`config.mk`:
```
export PLATFORM = sky130hd
export DESIGN_NAME = ir_pulse_capture
export DESIGN_NICKNAME = d
export VERILOG_FILES = /design/src/rtl/ir_cap_pkg.sv /design/src/rtl/ir_sample_front.sv /design/src/rtl/ir_run_engine.sv /design/src/rtl/ir_run_buffer.sv /design/src/rtl/ir_reg_port.sv /design/src/rtl/ir_pulse_capture.sv
export SDC_FILE = /design/constraint.sdc
export NUM_CORES = 1
export LEC_CHECK = 0
export BUFFER_PORTS_ARGS = -buffer_cell sky130_fd_sc_hd__buf_2
export CORE_ASPECT_RATIO = 1.2
export CORE_MARGIN = 2
export CORE_UTILIZATION = 40
export CTS_BUF_LIST = sky130_fd_sc_hd__clkbuf_16
export DETAILED_ROUTE_END_ITERATION = 12
export PLACE_DENSITY_LB_ADDON = 0.05
export RECOVER_POWER = 100
export SETUP_SLACK_MARGIN = 0.4
export SLEW_MARGIN = 15
export SYNTH_ARGS = -nofsm -noshare
export SYNTH_HDL_FRONTEND = slang
export SYNTH_HIERARCHICAL = 1
export SYNTH_SLANG_ARGS = --single-unit
```
`constraint.sdc`:
```
create_clock -name clk_i -period 5.2 [get_ports clk_i]
set_input_delay 0.78 -clock clk_i [delete_from_list [all_inputs] [get_ports clk_i]]
set_output_delay 0.78 -clock clk_i [all_outputs]
set_load 0.03 [all_outputs]
```
`src/rtl/ir_cap_pkg.sv`:
```
`timescale 1ns/1ps
package ir_cap_pkg;
  localparam int unsigned ENTRY_W = 8;
  localparam int unsigned LEN_W   = 7;
  localparam int unsigned DUR_W   = 16;
  localparam logic [LEN_W-1:0] LEN_MAX = '1;

  localparam logic [4:0] OFS_FLAG   = 5'h00;
  localparam logic [4:0] OFS_RXCTL  = 5'h01;
  localparam logic [4:0] OFS_BUFCTL = 5'h02;
  localparam logic [4:0] OFS_COUNT  = 5'h03;
  localparam logic [4:0] OFS_GLITCH = 5'h04;
  localparam logic [4:0] OFS_IDLE_L = 5'h05;
  localparam logic [4:0] OFS_IDLE_H = 5'h06;
  localparam logic [4:0] OFS_MAXD_L = 5'h07;
  localparam logic [4:0] OFS_MAXD_H = 5'h08;
  localparam logic [4:0] OFS_TOL_HI = 5'h09;
  localparam logic [4:0] OFS_TOL_LO = 5'h0A;
  localparam logic [4:0] OFS_PRESC  = 5'h0B;

  localparam logic [7:0]       GLITCH_RST = 8'd3;
  localparam logic [DUR_W-1:0] IDLE_RST   = 16'h00C0;
  localparam logic [DUR_W-1:0] MAXD_RST   = 16'h07D0;
  localparam logic [7:0]       TOL_RST    = 8'h1E;

  typedef enum logic [1:0] {ST_OFF, ST_ARMED, ST_RUN, ST_DONE} cap_state_e;
endpackage

```
`src/rtl/ir_sample_front.sv`:
```
`timescale 1ns/1ps
module ir_sample_front #(
  parameter int unsigned DIV_W = 8,
  parameter int unsigned GL_W  = 8
) (
  input  logic             clk_i,
  input  logic             rst_ni,
  input  logic             ir_i,
  input  logic [DIV_W-1:0] div_i,
  input  logic [GL_W-1:0]  glitch_i,
  output logic             tick_o,
  output logic             level_o
);
  localparam int unsigned GI_W = GL_W + 1;

  logic [DIV_W-1:0] div_cnt_q;
  logic [1:0]       sync_q;
  logic [GL_W-1:0]  gl_cnt_q;
  logic             level_q;
  logic [GL_W-1:0]  gl_need;
  logic [GI_W-1:0]  gl_inc;

  assign tick_o  = (div_cnt_q >= div_i);
  assign gl_need = (glitch_i == '0) ? GL_W'(1) : glitch_i;
  assign gl_inc  = {1'b0, gl_cnt_q} + GI_W'(1);
  assign level_o = level_q;

  always_ff @(posedge clk_i or negedge rst_ni) begin
    if (!rst_ni) begin
      div_cnt_q <= '0;
      sync_q    <= '0;
      gl_cnt_q  <= '0;
      level_q   <= 1'b0;
    end else begin
      div_cnt_q <= tick_o ? '0 : div_cnt_q + DIV_W'(1);
      sync_q    <= {sync_q[0], ir_i};
      if (tick_o) begin
        if (sync_q[1] != level_q) begin
          // accept only after the new level persisted gl_need ticks
          if (gl_inc >= {1'b0, gl_need}) begin
            level_q  <= sync_q[1];
            gl_cnt_q <= '0;
          end else begin
            gl_cnt_q <= gl_inc[GL_W-1:0];
          end
        end else begin
          gl_cnt_q <= '0;
        end
      end
    end
  end
endmodule

```
`src/rtl/ir_run_engine.sv`:
```
`timescale 1ns/1ps
module ir_run_engine
  import ir_cap_pkg::*;
#(
  parameter int unsigned DEPTH  = 128,
  parameter int unsigned ADDR_W = $clog2(DEPTH),
  parameter int unsigned CNT_W  = $clog2(DEPTH + 1)
) (
  input  logic               clk_i,
  input  logic               rst_ni,
  input  logic               tick_i,
  input  logic               level_i,
  input  logic               arm_i,
  input  logic               stop_i,
  input  logic               clr_i,
  input  logic [DUR_W-1:0]   idle_len_i,
  input  logic [DUR_W-1:0]   max_dur_i,
  output logic               wr_en_o,
  output logic [ADDR_W-1:0]  wr_addr_o,
  output logic [ENTRY_W-1:0] wr_data_o,
  output logic [CNT_W-1:0]   count_o,
  output logic               done_o,
  output logic               ovf_o,
  output logic               nonempty_o
);
  localparam logic [CNT_W-1:0] FULL_CNT = CNT_W'(DEPTH);

  cap_state_e       state_q;
  logic             lvl_q;
  logic [LEN_W-1:0] run_q;
  logic [DUR_W-1:0] total_q, idle_q;
  logic [CNT_W-1:0] count_q;

  logic             running, same, emit, full, end_ovf, end_cap;
  logic [CNT_W-1:0] count_nx;
  logic [DUR_W-1:0] total_nx, idle_nx;

  assign running  = (state_q == ST_RUN) && tick_i;
  assign same     = (level_i == lvl_q);
  assign emit     = running && (!same || run_q == LEN_MAX);
  assign full     = (count_q == FULL_CNT);
  assign wr_en_o  = emit && !full;
  assign wr_addr_o = count_q[ADDR_W-1:0];
  assign wr_data_o = {lvl_q, run_q};
  assign count_nx = wr_en_o ? count_q + CNT_W'(1) : count_q;
  assign total_nx = (total_q == '1) ? total_q : total_q + DUR_W'(1);
  assign idle_nx  = level_i ? '0 : ((idle_q == '1) ? idle_q : idle_q + DUR_W'(1));
  assign end_ovf  = emit && (count_nx == FULL_CNT);
  assign end_cap  = running && (end_ovf || idle_nx >= idle_len_i || total_nx >= max_dur_i);

  assign done_o     = end_cap;
  assign ovf_o      = end_ovf;
  assign nonempty_o = (count_nx != '0);
  assign count_o    = count_q;

  always_ff @(posedge clk_i or negedge rst_ni) begin
    if (!rst_ni) begin
      state_q <= ST_OFF;
      lvl_q   <= 1'b0;
      run_q   <= '0;
      total_q <= '0;
      idle_q  <= '0;
      count_q <= '0;
    end else begin
      count_q <= clr_i ? '0 : count_nx;
      if (arm_i) begin
        state_q <= ST_ARMED;
      end else if (stop_i) begin
        state_q <= ST_OFF;
      end else begin
        case (state_q)
          ST_ARMED: if (tick_i && level_i) begin
            state_q <= ST_RUN;
            lvl_q   <= 1'b1;
            run_q   <= LEN_W'(1);
            total_q <= DUR_W'(1);
            idle_q  <= '0;
          end
          ST_RUN: if (tick_i) begin
            if (!same) begin
              lvl_q <= level_i;
              run_q <= LEN_W'(1);
            end else if (run_q == LEN_MAX) begin
              run_q <= LEN_W'(1);
            end else begin
              run_q <= run_q + LEN_W'(1);
            end
            total_q <= total_nx;
            idle_q  <= idle_nx;
            if (end_cap) state_q <= ST_DONE;
          end
          default: ;
        endcase
      end
    end
  end
endmodule

```
`src/rtl/ir_run_buffer.sv`:
```
`timescale 1ns/1ps
module ir_run_buffer #(
  parameter int unsigned DEPTH  = 128,
  parameter int unsigned WIDTH  = 8,
  parameter int unsigned ADDR_W = $clog2(DEPTH)
) (
  input  logic              clk_i,
  input  logic              we_i,
  input  logic [ADDR_W-1:0] waddr_i,
  input  logic [WIDTH-1:0]  wdata_i,
  input  logic [ADDR_W-1:0] raddr_i,
  output logic [WIDTH-1:0]  rdata_o
);
  logic [WIDTH-1:0] mem_q [DEPTH];

  always_ff @(posedge clk_i) begin
    if (we_i) mem_q[waddr_i] <= wdata_i;
  end

  assign rdata_o = mem_q[raddr_i];
endmodule

```
`src/rtl/ir_reg_port.sv`:
```
`timescale 1ns/1ps
module ir_reg_port
  import ir_cap_pkg::*;
#(
  parameter int unsigned DEPTH          = 128,
  parameter int unsigned CNT_W          = $clog2(DEPTH + 1),
  parameter logic [7:0]  PRESCALE_RESET = 8'd99
) (
  input  logic             clk_i,
  input  logic             rst_ni,
  input  logic [7:0]       addr_i,
  input  logic             we_i,
  input  logic [7:0]       wdata_i,
  output logic [7:0]       rdata_o,
  input  logic [CNT_W-1:0] count_i,
  input  logic [7:0]       buf_data_i,
  input  logic             done_i,
  input  logic             ovf_i,
  input  logic             nonempty_i,
  output logic             arm_o,
  output logic             stop_o,
  output logic             clr_o,
  output logic [7:0]       glitch_o,
  output logic [DUR_W-1:0] idle_len_o,
  output logic [DUR_W-1:0] max_dur_o,
  output logic [7:0]       div_o
);
  logic [2:0]       flag_q;
  logic             en_q;
  logic [7:0]       glitch_q, tol_hi_q, tol_lo_q, div_q;
  logic [DUR_W-1:0] idle_q, maxd_q;
  logic             reg_hit, buf_hit;
  logic [2:0]       flag_nx;

  assign reg_hit = (addr_i[7:5] == 3'b000);
  assign buf_hit = addr_i[7] && ({1'b0, addr_i[6:0]} < 8'(DEPTH));

  function automatic logic wr_at(input logic [4:0] ofs);
    return we_i && reg_hit && (addr_i[4:0] == ofs);
  endfunction

  assign arm_o  = wr_at(OFS_RXCTL) && wdata_i[7];
  assign stop_o = wr_at(OFS_RXCTL) && !wdata_i[7];
  assign clr_o  = wr_at(OFS_BUFCTL) && wdata_i[7];

  always_comb begin
    flag_nx = flag_q;
    if (wr_at(OFS_FLAG)) flag_nx = flag_nx & ~wdata_i[2:0];
    // completion wins over a same-cycle clear
    if (done_i) begin
      flag_nx[0] = 1'b1;
      if (nonempty_i) flag_nx[1] = 1'b1;
      if (ovf_i)      flag_nx[2] = 1'b1;
    end
  end

  always_ff @(posedge clk_i or negedge rst_ni) begin
    if (!rst_ni) begin
      flag_q   <= '0;
      en_q     <= 1'b0;
      glitch_q <= GLITCH_RST;
      idle_q   <= IDLE_RST;
      maxd_q   <= MAXD_RST;
      tol_hi_q <= TOL_RST;
      tol_lo_q <= TOL_RST;
      div_q    <= PRESCALE_RESET;
    end else begin
      flag_q <= flag_nx;
      if (wr_at(OFS_RXCTL))  en_q          <= wdata_i[7];
      if (wr_at(OFS_GLITCH)) glitch_q      <= wdata_i;
      if (wr_at(OFS_IDLE_L)) idle_q[7:0]   <= wdata_i;
      if (wr_at(OFS_IDLE_H)) idle_q[15:8]  <= wdata_i;
      if (wr_at(OFS_MAXD_L)) maxd_q[7:0]   <= wdata_i;
      if (wr_at(OFS_MAXD_H)) maxd_q[15:8]  <= wdata_i;
      if (wr_at(OFS_TOL_HI)) tol_hi_q      <= wdata_i;
      if (wr_at(OFS_TOL_LO)) tol_lo_q      <= wdata_i;
      if (wr_at(OFS_PRESC))  div_q         <= wdata_i;
    end
  end

  always_comb begin
    rdata_o = 8'h00;
    if (addr_i[7]) begin
      if (buf_hit) rdata_o = buf_data_i;
    end else if (reg_hit) begin
      case (addr_i[4:0])
        OFS_FLAG:   rdata_o = {en_q, 4'b0000, flag_q};
        OFS_RXCTL:  rdata_o = {en_q, 7'b0};
        OFS_COUNT:  rdata_o = 8'(count_i);
        OFS_GLITCH: rdata_o = glitch_q;
        OFS_IDLE_L: rdata_o = idle_q[7:0];
        OFS_IDLE_H: rdata_o = idle_q[15:8];
        OFS_MAXD_L: rdata_o = maxd_q[7:0];
        OFS_MAXD_H: rdata_o = maxd_q[15:8];
        OFS_TOL_HI: rdata_o = tol_hi_q;
        OFS_TOL_LO: rdata_o = tol_lo_q;
        OFS_PRESC:  rdata_o = div_q;
        default:    rdata_o = 8'h00;
      endcase
    end
  end

  assign glitch_o   = glitch_q;
  assign idle_len_o = idle_q;
  assign max_dur_o  = maxd_q;
  assign div_o      = div_q;
endmodule

```
`src/rtl/ir_pulse_capture.sv`:
```
`timescale 1ns/1ps
module ir_pulse_capture
  import ir_cap_pkg::*;
#(
  parameter int unsigned DEPTH          = 128,
  parameter logic [7:0]  PRESCALE_RESET = 8'd99
) (
  input  logic       clk_i,
  input  logic       rst_ni,
  input  logic       ir_i,
  input  logic [7:0] reg_addr_i,
  input  logic       reg_we_i,
  input  logic [7:0] reg_wdata_i,
  output logic [7:0] reg_rdata_o
);
  localparam int unsigned ADDR_W = $clog2(DEPTH);
  localparam int unsigned CNT_W  = $clog2(DEPTH + 1);

  logic               smp_tick, smp_level;
  logic [7:0]         div_val, glitch_val, buf_rdata;
  logic [DUR_W-1:0]   idle_len, max_dur;
  logic               arm, stop, clr, done, ovf, nonempty;
  logic               wr_en;
  logic [ADDR_W-1:0]  wr_addr;
  logic [ENTRY_W-1:0] wr_data;
  logic [CNT_W-1:0]   count;

  ir_sample_front #(.DIV_W(8), .GL_W(8)) u_front (
    .clk_i, .rst_ni, .ir_i,
    .div_i(div_val), .glitch_i(glitch_val),
    .tick_o(smp_tick), .level_o(smp_level)
  );

  ir_run_engine #(.DEPTH(DEPTH), .ADDR_W(ADDR_W), .CNT_W(CNT_W)) u_engine (
    .clk_i, .rst_ni,
    .tick_i(smp_tick), .level_i(smp_level),
    .arm_i(arm), .stop_i(stop), .clr_i(clr),
    .idle_len_i(idle_len), .max_dur_i(max_dur),
    .wr_en_o(wr_en), .wr_addr_o(wr_addr), .wr_data_o(wr_data),
    .count_o(count), .done_o(done), .ovf_o(ovf), .nonempty_o(nonempty)
  );

  ir_run_buffer #(.DEPTH(DEPTH), .WIDTH(ENTRY_W), .ADDR_W(ADDR_W)) u_buf (
    .clk_i, .we_i(wr_en), .waddr_i(wr_addr), .wdata_i(wr_data),
    .raddr_i(reg_addr_i[ADDR_W-1:0]), .rdata_o(buf_rdata)
  );

  ir_reg_port #(.DEPTH(DEPTH), .CNT_W(CNT_W), .PRESCALE_RESET(PRESCALE_RESET)) u_regs (
    .clk_i, .rst_ni,
    .addr_i(reg_addr_i), .we_i(reg_we_i), .wdata_i(reg_wdata_i), .rdata_o(reg_rdata_o),
    .count_i(count), .buf_data_i(buf_rdata),
    .done_i(done), .ovf_i(ovf), .nonempty_i(nonempty),
    .arm_o(arm), .stop_o(stop), .clr_o(clr),
    .glitch_o(glitch_val), .idle_len_o(idle_len), .max_dur_o(max_dur), .div_o(div_val)
  );
endmodule

```
==> run_results.csv <==
group,metric,value,unit
setup_path,crit_arrival,4.17,ns
setup_path,cp.required,4.42,ns
synth,syn-mean-instance-area,19.0,um^2
setup_path,critical_path_class,"in2out",
synth,synthAdderAreaFrac,1.47,%
clock_network,cts_buffers,120,
synth,synth_compound_area_share,3.03,%
grt,antenna_found_initial,3,
timing,setup_tns,0,ns
routing,wl,132000,um
run_status,violations,"max-capacitance violations, max-slew violations",
power_and_ir_drop,p_clk_share,38.7,%
synth,synthFlopType,"edfxtp_1",
clock_network,cts_tree,"built",
timing,fin_crit,4.95,ns
grt,grt_pass1_vias,26100,
floorplan,start_util,40.4,%
timing,hold_violations,0,
place,place_congestion,0.883,
synth,ys_warn_count,6,
synth,ys_seq_elements,1161,
synth,synth_area_leaders,"edfxtp_1, mux4_2, dfrtp_1",
clock_network,root_buffer,"clkbuf_16",
clock_network,clock_latency,0.74,ns
routing,detailroute.via_count,25500,
setup_path,r2r_setup_slack,0.37,ns
synth,async_flop_share,11.8,%
synth,ys_types,92,
synth,yosysTopAreaCellShare,63.5,%
place,dp_hpwl,85300,um
synth,syn_area,48400,um^2
place,port_buffers,27,
synth,synth_simple_gate_area_share,4.86,%
setup_path,end_kind,"output pin",
finish,final_area,55600,um^2
clock_network,htreeDepth,3,
timing,slew_headroom,-154,%
routing,firstDrtPassIters,6,
clock_network,clockBufferDepth,3,
timing,fin_ws,0.253,ns
timing,fin_skew,0.0326,ns
routing,routed_via_density,5.74,
synth,synth_top_family_by_area,"multiplexers",
power_and_ir_drop,p_int,16.9,mW
finish,syn2layout_area_growth,14.7,%
floorplan,die_h,385,um
synth,yosysTopAreaCell,"edfxtp_1",
synth,syn_inst,2551,
timing,maxSlewViolCount,936,
power_and_ir_drop,p_seq_share,48.9,%
floorplan,die_area,124000,um^2
worst_hold_path,min_path_type,"in2reg",
synth,ys_seq_area_share,70.6,%
setup_path,crit-reg2reg-launch,"u_regs/div_o[5]",
grt,grt_max_degree,107,
power_and_ir_drop,switching_share,26.2,%
synth,synth-edff-count,1024,
timing,setup_viol,0,
finish,num-nets-final,2868,
timing,rsz0062_at_grt,"yes",
routing,wl_per_cell,29.7,um
clock_network,clk_pin_slew,0.07,ns
place,pre_cts_slack,0.310,ns
grt,track_usage,21.5,%
timing,clock.fmax,202,MHz
floorplan,io-pin-count,28,
grt,grt_pass1_wl,190000,um
floorplan,die_x,322,um
setup_path,ff2ff_path_depth,13,
worst_hold_path,hp-start,"ir_i",
setup_path,crit_fanout,11,
setup_path,startpoint,"reg_addr_i[0]",
routing,drt_iter0_drc,1948,
finish,drive_above_1_share,26.9,%
power_and_ir_drop,power_switching,5.99,mW
setup_path,crit_end,"reg_rdata_o[2]",
power_and_ir_drop,p_per_area,411,nW/um^2
grt,grt.overflow.total,0,
place,placed_area,51600,um^2
job,drv_cap,13,
power_and_ir_drop,leakage,18.3,nW
run_status,status,"complete, but fails checks",
synth,syn_nets,2628,
synth,synth_mux_area_share,17.5,%
floorplan,core_region_area,120000,um^2
setup_path,worst_setup_path_start_kind,"input port",
routing,route.detailed.drc,0,
setup_path,worstReg2RegEnd,"u_buf/mem_q[22][6]",
clock_network,cts_sinks,1161,
synth,synth_xor_area_share,0.667,%
timing,tightestPinTransition,3.80,ns
routing,ant_nets,0,
worst_hold_path,hold_depth,1,
power_and_ir_drop,ir_drop,0.000281,V
floorplan,rows,139,
timing,min_period_over_period,95.1,%
power_and_ir_drop,power_frac_comb,12.4,%
## cells in the mapped netlist, drive strengths merged, types with 4 or more instances
cell type,instances
a22o,11
xor2,15
and3,15
dfrtp,115
nor2,187
ha,57
nand2b,17
o22ai,6
nand2,90
o31ai,7
clkbuf,55
nor2b,15
a211oi,10
mux2i,10
and4,4
nand4,25
a221oi,6
edfxtp,1024
o21ai,51
dfstp,22
nor4,4
mux4,338
and2,6
a21o,10
a31oi,19
nand3b,4
a21oi,50
nor3,39
a22oi,12
inv,62
mux2,67
o21a,8
xnor2,21
buf,77
nand3,46
## power groups by stage
stage	Combinational (mW)	Clock [mW]	Sequential, mW
5_1_grt	3.07	9.38	11.2
3_5_place_dp	2.88	0	11.3
6_report	2.84	8.83	11.2
4_1_cts	2.91	9.06	11.1
2_1_floorplan	1.66	0	11.3
3_3_place_gp	2.81	0	11.3
## stage by stage
stage                     power (mW)  std cells  utilization (%)  hold slack (ns)
after floorplan                 12.9       2551                -            0.331
after global placement          14.1       4192             43.1            0.344
after detailed placement        14.2       4192             43.1            0.343
after CTS                       23.1       4417             46.6           0.0727
after global routing            23.7       4442             46.4            0.113
final                           22.8       4443             46.4            0.138
## sequential cells by signal (all words and copies together), names as in the netlist, 2 cells and up
name and count:
u_buf/mem_q 1024, u_engine/count_o 8, u_engine/idle_q 16, u_engine/run_q 7
u_engine/state_q 2, u_engine/total_q 16, u_front/div_cnt_q 8, u_front/gl_cnt_q 8
u_front/sync_q 2, u_regs/div_o 8, u_regs/flag_q 3, u_regs/glitch_o 8
u_regs/idle_len_o 16, u_regs/max_dur_o 16, u_regs/tol_hi_q 8, u_regs/tol_lo_q 8
## worst min path at each step
stage,endpoint,slack [ns]
after floorplan,u_front/sync_q[1],0.33
after global placement,u_front/sync_q[1],0.34
after detailed placement,u_front/sync_q[1],0.34
after CTS,u_front/sync_q[0],0.07
after global routing,u_front/sync_q[0],0.11
final,u_front/sync_q[0],0.14
## final cells by class
type | count | area [um^2]
diodes | 1 | 2.50
well taps | 1551 | 1940
fillers | 10200 | 64300
inverters | 62 | 233
clock buffers | 122 | 3050
clock inverters | 100 | 993
flip-flops and latches | 1161 | 34200
repair buffers | 250 | 1840
multi-input cells | 1196 | 13300
## repair_timing
action                                  in CTS  in global routing
pin swaps                                    0                  2
hold endpoints to repair                     0                  0
cloned                                       3                  0
hold buffers                                 0                  0
endpoints found under the setup margin       7                  3
resized for setup                           12                 18
buffers inserted                             0                 24
## cell usage in the layout, fill, tap and decap left out, types with 9 or more instances in the layout
cell type  instances
a21oi_1           49
dfrtp_1          111
clkbuf_2          28
clkbuf_1         102
xor2_1            15
clkinv_2          17
a21o_1             9
buf_4             67
nor3_1            35
nand3_1           44
and3_1            15
a22o_1            11
buf_12            18
a22oi_1           12
o21ai_0           50
nand4_1           23
mux2i_1           10
nand2_1           89
nor2_1           186
a31oi_1           18
clkinv_1          30
bufinv_16         18
clkbuf_16        122
ha_1              57
mux2_2            62
a211oi_1           9
xnor2_1           20
buf_2             16
edfxtp_1        1024
dfstp_2           20
nand2b_1          17
mux4_2           338
inv_1             78
nor2b_1           15
## cell families (layout without fill, tap and decap cells)
group | Yosys count | in the layout
muxes | 415 | 415
AOI/OAI and AO/OA | 218 | 218
xor gates and xnor gates | 36 | 36
DFF | 1161 | 1161
and+or+nand+nor | 470 | 470
buffers and inverters | 194 | 534
other | 0 | 1
adders and majority gates | 57 | 57
## critical path: stages
cell	delay, ns
buf_16	0.14
buf_16	0.16
clkbuf_2	0.31
buf_4	0.18
mux4_2	0.55
mux4_2	0.48
mux4_2	0.56
mux2_2	0.31
nand2_1	0.15
nand4_1	0.10
a2bb2oi_1	0.16
clkbuf_1	0.26
## routing by layer
metal / up-vias / wire length, um / global-route usage (%) / part of all wire (%)
met1: 13800 / 53100 / 27.5 / 40
met4: 0 / 4360 / 7.39 / 3.3
met2: 651 / 68900 / 37.9 / 52
li1: 10900 / - / - / -
met5: - / 0 / 0 / 0
met3: 201 / 5530 / 2.50 / 4.2
No activity file was read; power rests on OpenSTA's default activity.
